`src/rtl/statled_pkg.sv`:
```
package statled_pkg;

    typedef enum logic [1:0] {
        MODE_PORBLINK  = 2'd0,
        MODE_HOLDBLINK = 2'd1,
        MODE_USER      = 2'd2
    } led_mode_e;

    typedef struct packed {
        logic por_n;
        logic user;
    } led_in_t;

    localparam int unsigned IN_W = $bits(led_in_t);

    function automatic int unsigned cnt_w(input int unsigned n);
        return (n < 2) ? 1 : $clog2(n);
    endfunction

endpackage

```
`src/rtl/statled_sync.sv`:
```
module statled_sync #(
    parameter int unsigned W      = 2,
    parameter int unsigned STAGES = 2
) (
    input  logic         clk,
    input  logic         rst,
    input  logic [W-1:0] d,
    output logic [W-1:0] q
);
    for (genvar b = 0; b < W; b++) begin : g_bit
        logic [STAGES-1:0] chain;
        always_ff @(posedge clk) begin
            if (rst) chain <= '0;
            else     chain <= {chain[STAGES-2:0], d[b]};
        end
        assign q[b] = chain[STAGES-1];
    end
endmodule

```
`src/rtl/statled_blink.sv`:
```
module statled_blink #(
    parameter int unsigned HALF = 8
) (
    input  logic clk,
    input  logic rst,
    output logic phase
);
    localparam int unsigned CW = statled_pkg::cnt_w(HALF);
    localparam logic [CW-1:0] LAST = CW'(HALF - 1);

    logic [CW-1:0] cnt;

    always_ff @(posedge clk) begin
        if (rst) begin
            cnt   <= '0;
            phase <= 1'b0;
        end else if (cnt == LAST) begin
            cnt   <= '0;
            phase <= ~phase;
        end else begin
            cnt   <= cnt + 1'b1;
        end
    end
endmodule

```
`src/rtl/statled_mode.sv`:
```
module statled_mode
    import statled_pkg::*;
#(
    parameter int unsigned HOLD_CYCLES = 64,
    localparam int unsigned CW = cnt_w(HOLD_CYCLES)
) (
    input  logic          clk,
    input  logic          rst,
    input  logic          por_s,
    output led_mode_e     mode,
    output logic [CW-1:0] hold_cnt
);
    localparam logic [CW-1:0] LAST = CW'(HOLD_CYCLES - 1);

    always_ff @(posedge clk) begin
        if (rst || !por_s) begin
            mode     <= MODE_PORBLINK;
            hold_cnt <= '0;
        end else begin
            unique case (mode)
                MODE_PORBLINK: begin
                    mode     <= MODE_HOLDBLINK;
                    hold_cnt <= '0;
                end
                MODE_HOLDBLINK: begin
                    if (hold_cnt == LAST) mode <= MODE_USER;
                    else                  hold_cnt <= hold_cnt + 1'b1;
                end
                default: mode <= MODE_USER;
            endcase
        end
    end
endmodule

```
`src/rtl/statled_top.sv`:
```
module statled_top
    import statled_pkg::*;
#(
    parameter int unsigned CLK_HZ   = 100_000_000,
    parameter int unsigned HOLD_SEC = 16
) (
    input  logic clk,
    input  logic rst,
    input  logic por_raw,
    input  logic user_raw,
    output logic stat_o
);
    localparam int unsigned HALF        = (CLK_HZ / 2 < 1) ? 1 : CLK_HZ / 2;
    localparam int unsigned HOLD_CYCLES = (HOLD_SEC * CLK_HZ < 1) ? 1 : HOLD_SEC * CLK_HZ;
    localparam int unsigned CW          = cnt_w(HOLD_CYCLES);

    led_in_t       raw_in, sync_in;
    logic          por_s, user_s, phase;
    led_mode_e     mode;
    logic [CW-1:0] hold_cnt;

    assign raw_in.por_n = por_raw;
    assign raw_in.user  = user_raw;

    statled_sync #(.W(IN_W), .STAGES(2)) u_sync (
        .clk(clk), .rst(rst), .d(raw_in), .q(sync_in)
    );

    assign por_s  = sync_in.por_n;
    assign user_s = sync_in.user;

    statled_blink #(.HALF(HALF)) u_blink (
        .clk(clk), .rst(rst), .phase(phase)
    );

    statled_mode #(.HOLD_CYCLES(HOLD_CYCLES)) u_mode (
        .clk(clk), .rst(rst), .por_s(por_s), .mode(mode), .hold_cnt(hold_cnt)
    );

    always_ff @(posedge clk) begin
        if (rst) stat_o <= 1'b0;
        else     stat_o <= (mode == MODE_USER) ? user_s : phase;
    end
endmodule

```
`config.mk`:
```
export PLATFORM = sky130hd
export DESIGN_NAME = statled_top
export DESIGN_NICKNAME = d
export VERILOG_FILES = /design/src/rtl/statled_pkg.sv /design/src/rtl/statled_sync.sv /design/src/rtl/statled_blink.sv /design/src/rtl/statled_mode.sv /design/src/rtl/statled_top.sv
export SDC_FILE = /design/constraint.sdc
export NUM_CORES = 1
export LEC_CHECK = 0
export ABC_AREA = 1
export BUFFER_PORTS_ARGS = -buffer_cell sky130_fd_sc_hd__buf_2
export CAP_MARGIN = 40
export CORE_UTILIZATION = 33
export DETAILED_ROUTE_END_ITERATION = 6
export GPL_TIMING_DRIVEN = 0
export HOLD_SLACK_MARGIN = 0.02
export SLEW_MARGIN = 20
export SYNTH_ARGS = -nofsm -noshare
export SYNTH_HDL_FRONTEND = slang
export SYNTH_SLANG_ARGS = --single-unit
```
`constraint.sdc`:
```
create_clock -name clk -period 1.66 [get_ports clk]
set_input_delay 0.083 -clock clk [delete_from_list [all_inputs] [get_ports clk]]
set_output_delay 0.083 -clock clk [all_outputs]
set_load 0.01 [all_outputs]
```
==> flow_metrics.env, run 1 <==
export IMPL_status="finished clean"
export IMPL_grt_usage=0.189
export IMPL_root_buffer="clkbuf_16"
export IMPL_cp_data_arrival_time_ns=1.88
export IMPL_dr_pass1_iters=5
export IMPL_postSynthCellCount=593
export IMPL_tightest_slew_ns=0.527
export IMPL_slew_viol_final=0
export IMPL_min_path_type="input pin to flop"
export IMPL_switching_share=0.223
export IMPL_h_tree_depth=3
export IMPL_peakVddDrop_mv=0.614
export IMPL_area_growth_pct=22.0
export IMPL_synthDistinctLibCells=30
export IMPL_drt_iter0_drc=255
export IMPL_max_cap_violations=0
export IMPL_antenna_found_initial=0
export IMPL_p_int_w=0.00277
export IMPL_p_clk_frac=0.533
export IMPL_grt_ovfl_total=0
export IMPL_ys_seq_elements=65
export IMPL_min_period_ns=1.65
export IMPL_nets=636
export IMPL_cp_cell_sequence="ha_4 -> inv_4 -> nor2_4 -> nand2_2 -> nor2_4 -> nand2_2 -> nand2_4 -> clkinvlp_4 -> nand4_1 -> nand2_1"
export IMPL_dieArea_mm2=0.0120
export IMPL_via_count=3900
export IMPL_cts_max_path_buffers=2
export IMPL_cp_required_ns=1.89
export IMPL_clock_latency_ns=0.34
export IMPL_synth_seq_area_share=0.340
export IMPL_place_port_buffers=4
export IMPL_rows=38
export IMPL_crit_path_max_fanout=6
export IMPL_startpoint_type="flop"
export IMPL_multi_input_area_mm2=0.00233
export IMPL_whs_ns=0.0765
export IMPL_grt_pass1_vias=3749
export IMPL_seqPwrFrac=0.442
export IMPL_path_delay_family="simple AND/OR/NAND/NOR gates"
export IMPL_fmax_ghz=0.604
export IMPL_io_pins=5
export IMPL_cts_sinks=65
export IMPL_place_area_mm2=0.00403
export IMPL_antenna_cells_inserted=0
export IMPL_syn_area_per_cell_um2=6.46
export IMPL_dieWidth_um=110
export IMPL_die_h_um=110
export IMPL_share_comb_of_total_power=0.025
export IMPL_final_area_mm2=0.00467
export IMPL_grt_first_pass_wirelength_um=17600
export IMPL_maxSlewHeadroom=0.649
export IMPL_cts_tree="built"
export IMPL_layout_cells_most_common="nand2_1"
export IMPL_final_cell_mix="nand2_1 (167), nor2_1 (77), inv_1 (67)"
export IMPL_core_area_mm2=0.0111
export IMPL_slowest_delay_ns=0.36
export IMPL_p_switching_w=0.000793
export IMPL_regArea_mm2=0.00133
export IMPL_wl_um=10500
export IMPL_utilization=0.422
export IMPL_drive_gt1_frac=0.194
export IMPL_via_per_inst=5.04
export IMPL_skew_ns=0.00493
export IMPL_drc=0
export IMPL_path_buf_inv=2
export IMPL_cts_buffers=9
export IMPL_rsz0062_at_grt="yes"
export IMPL_hold_viol=0
export IMPL_end_kind="flop"
export IMPL_hpwl_um=7570
export IMPL_nFillCells=1168
export IMPL_initial_core_util=0.346
export IMPL_critPathKind="flop to flop"
export IMPL_antenna_left=0
export IMPL_syn_nets=600
export IMPL_fin_crit_sh=0.997
export IMPL_synth_area_mm2=0.00383
export IMPL_p_per_area_mw_per_mm2=763
export IMPL_wire_per_inst_um=13.6
export IMPL_yosys_warnings=0
export IMPL_gp_congestion=0.885
export IMPL_path_clk_slew_ns=0.06
export IMPL_p_total_w=0.00356
export IMPL_grt_max_degree=13
export IMPL_setup_viol=0
export IMPL_power_leakage_nw=1.68
export IMPL_slowest_stage="dfxtp_4"
[power groups by stage]
stage / Combinational (W) / Sequential (W) / Clock [W]
detailed placement: 0.0000665 / 0.00161 / 0
CTS: 0.0000837 / 0.00157 / 0.00194
global placement: 0.0000646 / 0.00161 / 0
floorplan: 0.0000429 / 0.00161 / 0
global route: 0.0000988 / 0.00158 / 0.00198
finish: 0.0000890 / 0.00158 / 0.00190
[registers in the layout (all words and copies together) (netlist names)]
register and count:
u_mode.hold_cnt 31, u_blink.cnt 26, u_sync.g_bit.chain 4, u_mode.mode 2
stat_o 1, u_blink.phase 1
[worst paths after layout]
path	depth (start not counted)	slack, ns	endpoint	start
setup / recovery	10	0.006	u_mode.hold_cnt[26]	u_mode.hold_cnt[1]
hold / removal	3	0.08	u_blink.phase	rst
setup reg to reg	10	0.006	u_mode.hold_cnt[26]	u_mode.hold_cnt[1]
hold reg to reg	2	0.41	u_sync.g_bit[1].chain[1]	u_sync.g_bit[1].chain[0]
[what timing repair did]
action	CTS	global route
endpoints found under the setup margin	56	57
buffers inserted	7	9
gates resized for setup	28	36
hold buffers	5	0
endpoints found under the hold margin	5	0
pin swaps	4	10
[worst reg2reg max path: cells and delay by family, from the launching register on]
family / cells / cell delay (ns)
adder cells (fa/ha/maj): 1 / 0.16
buffers and inverters: 2 / 0.28
flip-flops: 1 / 0.36
AND/OR/NAND/NOR: 7 / 0.76
[cells by family after synthesis]
logic type / count (synthesis) / share of synthesized area
DFF: 65 / 0.340
xor gates and xnor gates: 15 / 0.0343
adders and majority gates: 3 / 0.00980
buffers and inverters: 79 / 0.0836
and+or+nand+nor: 387 / 0.465
AOI/OAI and AO/OA: 44 / 0.0680
[Yosys cell counts (all sizes together)]
cell	n	area share
a21oi	22	0.029
and2	2	0.0033
buf	5	0.011
clkbuf	3	0.0029
dfxtp	65	0.34
ha	3	0.0098
inv	71	0.070
nand2	178	0.18
nand3	59	0.080
nand3b	6	0.012
nand4	33	0.054
nor2	98	0.11
nor3	7	0.010
nor3b	3	0.0059
o21a	1	0.0020
o21ai	21	0.037
or2	1	0.0016
xnor2	1	0.0023
xor2	14	0.032
[through the flow]
step	worst slack, ns	TNS [ns]	instances
floorplan	0.161	0	593
global placement	-0.185	-6.74	737
detailed placement	-0.219	-8.12	737
CTS	0.000101	0	765
global route	-0.0878	-0.668	774
finish	0.00567	0	774
[final cells by class]
type                    instances  share of cell area
repair buffers                 25              0.0407
clock inverters                 6              0.0145
well taps                     140              0.0375
multi-input cells             449               0.500
clock buffers                  10              0.0490
plain buffers                   8              0.0145
flip-flops and latches         65               0.285
inverters                      71              0.0589
[per-layer routing]
| layer | GRT usage | routed length (um) | vias to the layer above |
|---|---|---|---|
| li1 | - | - | 1981 |
| met1 | 0.221 | 4730 | 1808 |
| met2 | 0.333 | 5130 | 89 |
| met3 | 0.0421 | 372 | 22 |
| met4 | 0.0714 | 277 | 0 |
| met5 | 0 | 0 | - |
No activity file was read; power rests on OpenSTA's default activity.
==> inputs of run 2 (changes only) <==
- CORE_ASPECT_RATIO: unset -> 1.75
==> flow_metrics.env, run 2 (synthesized netlist as in run 1, its figures left out) <==
export IMPL_cts_sinks=65
export IMPL_via_per_inst=5.18
export IMPL_reg_top3="u_mode.hold_cnt (31), u_blink.cnt (26), u_sync.g_bit.chain (4)"
export IMPL_r2r_slack_ns=0.05
export IMPL_antenna_found_initial=0
export IMPL_drc=0
export IMPL_critPathKind="flop to flop"
export IMPL_tightest_slew_ns=0.488
export IMPL_setup_viol=0
export IMPL_initial_core_util=0.341
export IMPL_hold_viol=0
export IMPL_place_area_mm2=0.00402
export IMPL_power_leakage_nw=1.72
export IMPL_fin_crit_sh=0.971
export IMPL_grt_max_degree=12
export IMPL_wire_per_inst_um=14.9
export IMPL_cts_tree="built"
export IMPL_min_path_type="input pin to flop"
export IMPL_min_period_ns=1.61
export IMPL_hold_end="u_blink.phase"
export IMPL_core_area_mm2=0.0112
export IMPL_cp_required_ns=1.89
export IMPL_via_count=3964
export IMPL_rows=51
export IMPL_antenna_cells_inserted=0
export IMPL_cts_buffers=9
export IMPL_max_cap_violations=0
export IMPL_io_pins=5
export IMPL_cts_max_path_buffers=2
export IMPL_drt_iter0_drc=279
export IMPL_fmax_ghz=0.621
export IMPL_p_total_w=0.00370
export IMPL_drive_gt1_frac=0.216
export IMPL_cp_data_arrival_time_ns=1.84
export IMPL_final_area_mm2=0.00476
export IMPL_rr_endpoint="u_mode.hold_cnt[27]"
export IMPL_worst_r2r_path_depth=10
export IMPL_end_kind="flop"
export IMPL_crit_path_max_fanout=6
export IMPL_slew_viol_final=0
export IMPL_dr_pass1_iters=5
export IMPL_dieArea_mm2=0.0121
export IMPL_path_clk_slew_ns=0.06
export IMPL_setup_tns_ns=0
export IMPL_die_h_um=145
export IMPL_place_port_buffers=4
export IMPL_whs_ns=0.0522
export IMPL_hp_start="rst"
export IMPL_r2r_start="u_mode.hold_cnt[0]"
export IMPL_wl_um=11400
export IMPL_utilization=0.424
export IMPL_root_buffer="clkbuf_16"
export IMPL_nets=636
export IMPL_holdPathStages=3
export IMPL_grt_ovfl_total=0
export IMPL_startpoint_type="flop"
export IMPL_regMostFlops="u_mode.hold_cnt"
export IMPL_area_growth_pct=24.2
export IMPL_dieWidth_um=83.4
export IMPL_h_tree_depth=3
export IMPL_clock_latency_ns=0.34
export IMPL_p_per_area_mw_per_mm2=778
export IMPL_antenna_left=0
export IMPL_rsz0062_at_grt="yes"
export IMPL_gp_congestion=0.935
export IMPL_grt_pass1_vias=3854
export IMPL_layout_cells_most_common="nand2_1"
export IMPL_status="finished clean"
export IMPL_final_cell_mix="nand2_1 (164), nor2_1 (73), inv_1 (65)"
export IMPL_peakVddDrop_mv=0.496
export IMPL_hpwl_um=8150
export IMPL_grt_first_pass_wirelength_um=17900
export IMPL_maxSlewHeadroom=0.675
export IMPL_largest_reg_flops=31
export IMPL_skew_ns=0.0110
export IMPL_grt_usage=0.191
run 2: cell count changes in the layout (fill, tap and decap cells not counted), moves of 3 or more:
cell     change
dfxtp_1      -5
dfxtp_4      +3
nand2_1      -3
nand2_2      +3
nor2_1       -4
nor2_2       +4
run 2: where the power goes:
| group | internal (W) | total (W) | switching, W | leakage (nW) |
|---|---|---|---|---|
| clock network | 0.00131 | 0.00203 | 0.000721 | 0.149 |
| logic | 0.0000465 | 0.000105 | 0.0000581 | 1.03 |
| registers | 0.00156 | 0.00157 | 0.00000580 | 0.539 |
| total | 0.00292 | 0.00370 | 0.000785 | 1.72 |
run 2: worst max-delay path, cell delays in order, from the launching register on:
cell and delay (ns):
dfxtp_4 0.38, ha_4 0.15, inv_4 0.04, nor2_4 0.09, nand2_2 0.09, nor2_4 0.12
nand2_2 0.07, nand2_4 0.12, clkinvlp_4 0.24, nand4_1 0.14, nand2_1 0.06
run 2: worst max-delay path by stage:
stage / start / endpoint / slack, ns / cells after the start
6_report: u_mode.hold_cnt[0] / u_mode.hold_cnt[27] / 0.05 / 10
5_1_grt: u_mode.hold_cnt[0] / u_mode.hold_cnt[26] / -0.02 / 10
4_1_cts: u_blink.cnt[0] / u_blink.cnt[11] / -0.02 / 9
3_5_place_dp: u_mode.hold_cnt[0] / u_mode.hold_cnt[25] / -0.24 / 8
3_3_place_gp: u_mode.hold_cnt[0] / u_mode.hold_cnt[25] / -0.24 / 8
2_1_floorplan: u_blink.cnt[0] / u_blink.cnt[12] / 0.16 / 9
run 2: timing repair:
action | CTS | global route
pin swaps | 4 | 8
resized for setup | 28 | 56
endpoints found under the setup margin | 52 | 56
cloned | 0 | 2
hold buffers | 5 | 0
endpoints found under the hold margin | 5 | 0
setup buffers | 7 | 7
run 2: metrics by stage:
stage | setup WS [ns] | cells
final | 0.0485 | 765
after global routing | -0.0204 | 765
after CTS | -0.0157 | 756
after detailed placement | -0.237 | 729
after global placement | -0.240 | 729
after floorplan | 0.161 | 593
run 2: metal layers:
metal,global-route usage,up-vias,part of all wire
li1,-,1984,-
met1,0.176,1843,0.36
met2,0.376,101,0.55
met3,0.0360,36,0.035
met4,0.128,0,0.051
met5,0,-,0
run 2: area by class of cell:
class                   count  area (um2)
repair buffers             25         225
clock buffers              10         229
well taps                 132         165
inverters                  71         275
multi-input cells         449        2360
fillers                  1152        6470
flip-flops and latches     65        1350
clock inverters             5        81.3
plain buffers               8        80.1
==> inputs of run 3 (changes only) <==
- ABC_AREA: 1 -> 0
- RECOVER_POWER: unset -> 50
- TNS_END_PERCENT: unset -> 1
==> flow_metrics.env, run 3 <==
export IMPL_cts_sinks=65
export IMPL_slowest_stage="or4_1"
export IMPL_fmax_ghz=0.486
export IMPL_antenna_found_initial=0
export IMPL_violations="setup timing"
export IMPL_slew_viol_final=0
export IMPL_dp_cells=505
export IMPL_max_cap_violations=0
export IMPL_synth_edf_count=0
export IMPL_layout_cells_most_common="dfxtp_1"
export IMPL_peakVddDrop_mv=0.716
export IMPL_skew_ns=0.00620
export IMPL_largest_reg_flops=31
export IMPL_ys_seq_elements=65
export IMPL_via_per_inst=5.69
export IMPL_synth_ff_type="dfxtp_1"
export IMPL_final_cell_mix="dfxtp_1 (37), nor2_1 (35), nand2_1 (25)"
export IMPL_p_per_area_mw_per_mm2=883
export IMPL_reg_top3="u_mode.hold_cnt (31), u_blink.cnt (26), u_sync.g_bit.chain (4)"
export IMPL_maxSlewHeadroom=0.578
export IMPL_wl_um=8960
export IMPL_area_growth_pct=26.9
export IMPL_hpwl_um=6150
export IMPL_drc=0
export IMPL_antenna_cells_inserted=0
export IMPL_cp_cell_sequence="and4_1 -> buf_4 -> nand4_4 -> or4_1 -> buf_6 -> a32o_1 -> a22o_1"
export IMPL_nets=412
export IMPL_place_port_buffers=4
export IMPL_cp_data_arrival_time_ns=2.29
export IMPL_path_clk_slew_ns=0.06
export IMPL_syn_area_per_cell_um2=8.55
export IMPL_grt_first_pass_wirelength_um=14800
export IMPL_antenna_left=0
export IMPL_dieArea_mm2=0.0102
export IMPL_initial_core_util=0.341
export IMPL_yosys_area_top_type="dfxtp_1"
export IMPL_layout_setup_ws_ns=-0.398
export IMPL_path_buf_inv=2
export IMPL_synth_top_area_share=0.402
export IMPL_wire_per_inst_um=16.8
export IMPL_rsz0062_at_grt="yes"
export IMPL_synthTopCellsByArea="dfxtp_1 (40%), nor2_1 (4.3%), nand4_1 (4.1%)"
export IMPL_power_leakage_nw=1.46
export IMPL_clock_latency_ns=0.34
export IMPL_grt_pass1_vias=2971
export IMPL_via_count=3026
export IMPL_final_area_mm2=0.00410
export IMPL_critPathKind="flop to flop"
export IMPL_syn_nets=385
export IMPL_cts_max_path_buffers=2
export IMPL_synth_seq_area_share=0.402
export IMPL_tightest_slew_ns=0.634
export IMPL_core_area_mm2=0.00947
export IMPL_setup_viol=56
export IMPL_h_tree_depth=3
export IMPL_async_flop_share=0
export IMPL_synthDistinctLibCells=52
export IMPL_cts_buffers=9
export IMPL_io_pins=5
export IMPL_grt_usage=0.189
export IMPL_grt_max_degree=15
export IMPL_path_delay_family="simple AND/OR/NAND/NOR gates"
export IMPL_grt_ovfl_total=0
export IMPL_yosysMostFrequentCell="dfxtp_1"
export IMPL_cp_required_ns=1.89
export IMPL_status="finished, violations left"
export IMPL_yosys_warnings=0
export IMPL_crit_path_max_fanout=6
export IMPL_layout_cells_non_filler=532
export IMPL_setup_tns_ns=-13.09
export IMPL_min_path_type="input pin to flop"
export IMPL_p_total_w=0.00362
export IMPL_synth_area_mm2=0.00323
export IMPL_regMostFlops="u_mode.hold_cnt"
export IMPL_ys_top_cells_by_count="dfxtp_1 (65), nor2_1 (37), nand2_1 (26)"
export IMPL_slowest_delay_ns=0.47
export IMPL_root_buffer="clkbuf_16"
export IMPL_gp_congestion=0.911
export IMPL_fin_crit_sh=1.24
export IMPL_die_h_um=133
export IMPL_drive_gt1_frac=0.246
export IMPL_cts_tree="built"
export IMPL_postSynthCellCount=378
export IMPL_min_period_ns=2.06
export IMPL_startpoint_type="flop"
export IMPL_hold_viol=0
export IMPL_dr_pass1_iters=5
export IMPL_dieWidth_um=76.8
export IMPL_drt_iter0_drc=181
export IMPL_place_area_mm2=0.00344
export IMPL_end_kind="flop"
export IMPL_rows=47
## run 3: final timing paths
| check | start | endpoint | slack (ns) | cells past startpoint |
|---|---|---|---|---|
| hold / removal | rst | u_blink.phase | 0.24 | 3 |
| setup reg to reg | u_mode.hold_cnt[3] | u_mode.hold_cnt[30] | -0.40 | 7 |
| hold reg to reg | u_sync.g_bit[0].chain[0] | u_sync.g_bit[0].chain[1] | 0.44 | 1 |
| setup / recovery | u_mode.hold_cnt[3] | u_mode.hold_cnt[30] | -0.40 | 7 |
## run 3: routing by layer
metal,wire length [um],track usage,vias up
met5,0,0,-
met4,545,0.149,0
met3,319,0.0434,35
met2,4710,0.333,80
met1,3390,0.187,1441
li1,-,-,1470
## run 3: cells by family after synthesis
kind of cell             after synthesis  synth area share
XOR/XNOR                              23            0.0623
adder cells (fa/ha/maj)                3            0.0116
AND/OR/NAND/NOR                      190             0.334
AO/OA/AOI/OAI                         65             0.149
flip-flops                            65             0.402
buffers and inverters                 32            0.0406
## run 3: repair_timing
item,CTS,global route
buffers inserted,12,0
hold buffers,2,0
pin swaps,15,6
cloned,0,0
endpoints found under the setup margin,57,56
endpoints found under the hold margin,2,0
resized for setup,60,24
## run 3: final cells by class
class,count,area (um2)
buffer,19,144
clock buffer,9,225
clock inverter,7,85.1
fill,939,5360
inverter,10,37.5
multi-input combinational,281,1980
sequential,65,1350
tap,122,153
timing repair buffer,19,133
## run 3: per-stage QoR
stage                     hold slack [ns]  utilization  worst slack, ns
final                               0.243        0.433           -0.398
after CTS                           0.240        0.430           -0.415
after floorplan                     0.211            -           -0.309
after global placement              0.309        0.362            -1.07
after global routing                0.281        0.433           -0.477
after detailed placement            0.314        0.364           -0.858
## run 3: power breakdown
group	internal (W)	switching, W
clock network	0.00120	0.000798
logic	0.0000251	0.0000295
registers	0.00156	0.00000997
## run 3: worst min-delay path, stage by stage
cell and delay, ns:
buf_2 0.10, clkbuf_1 0.22, nor2_1 0.14
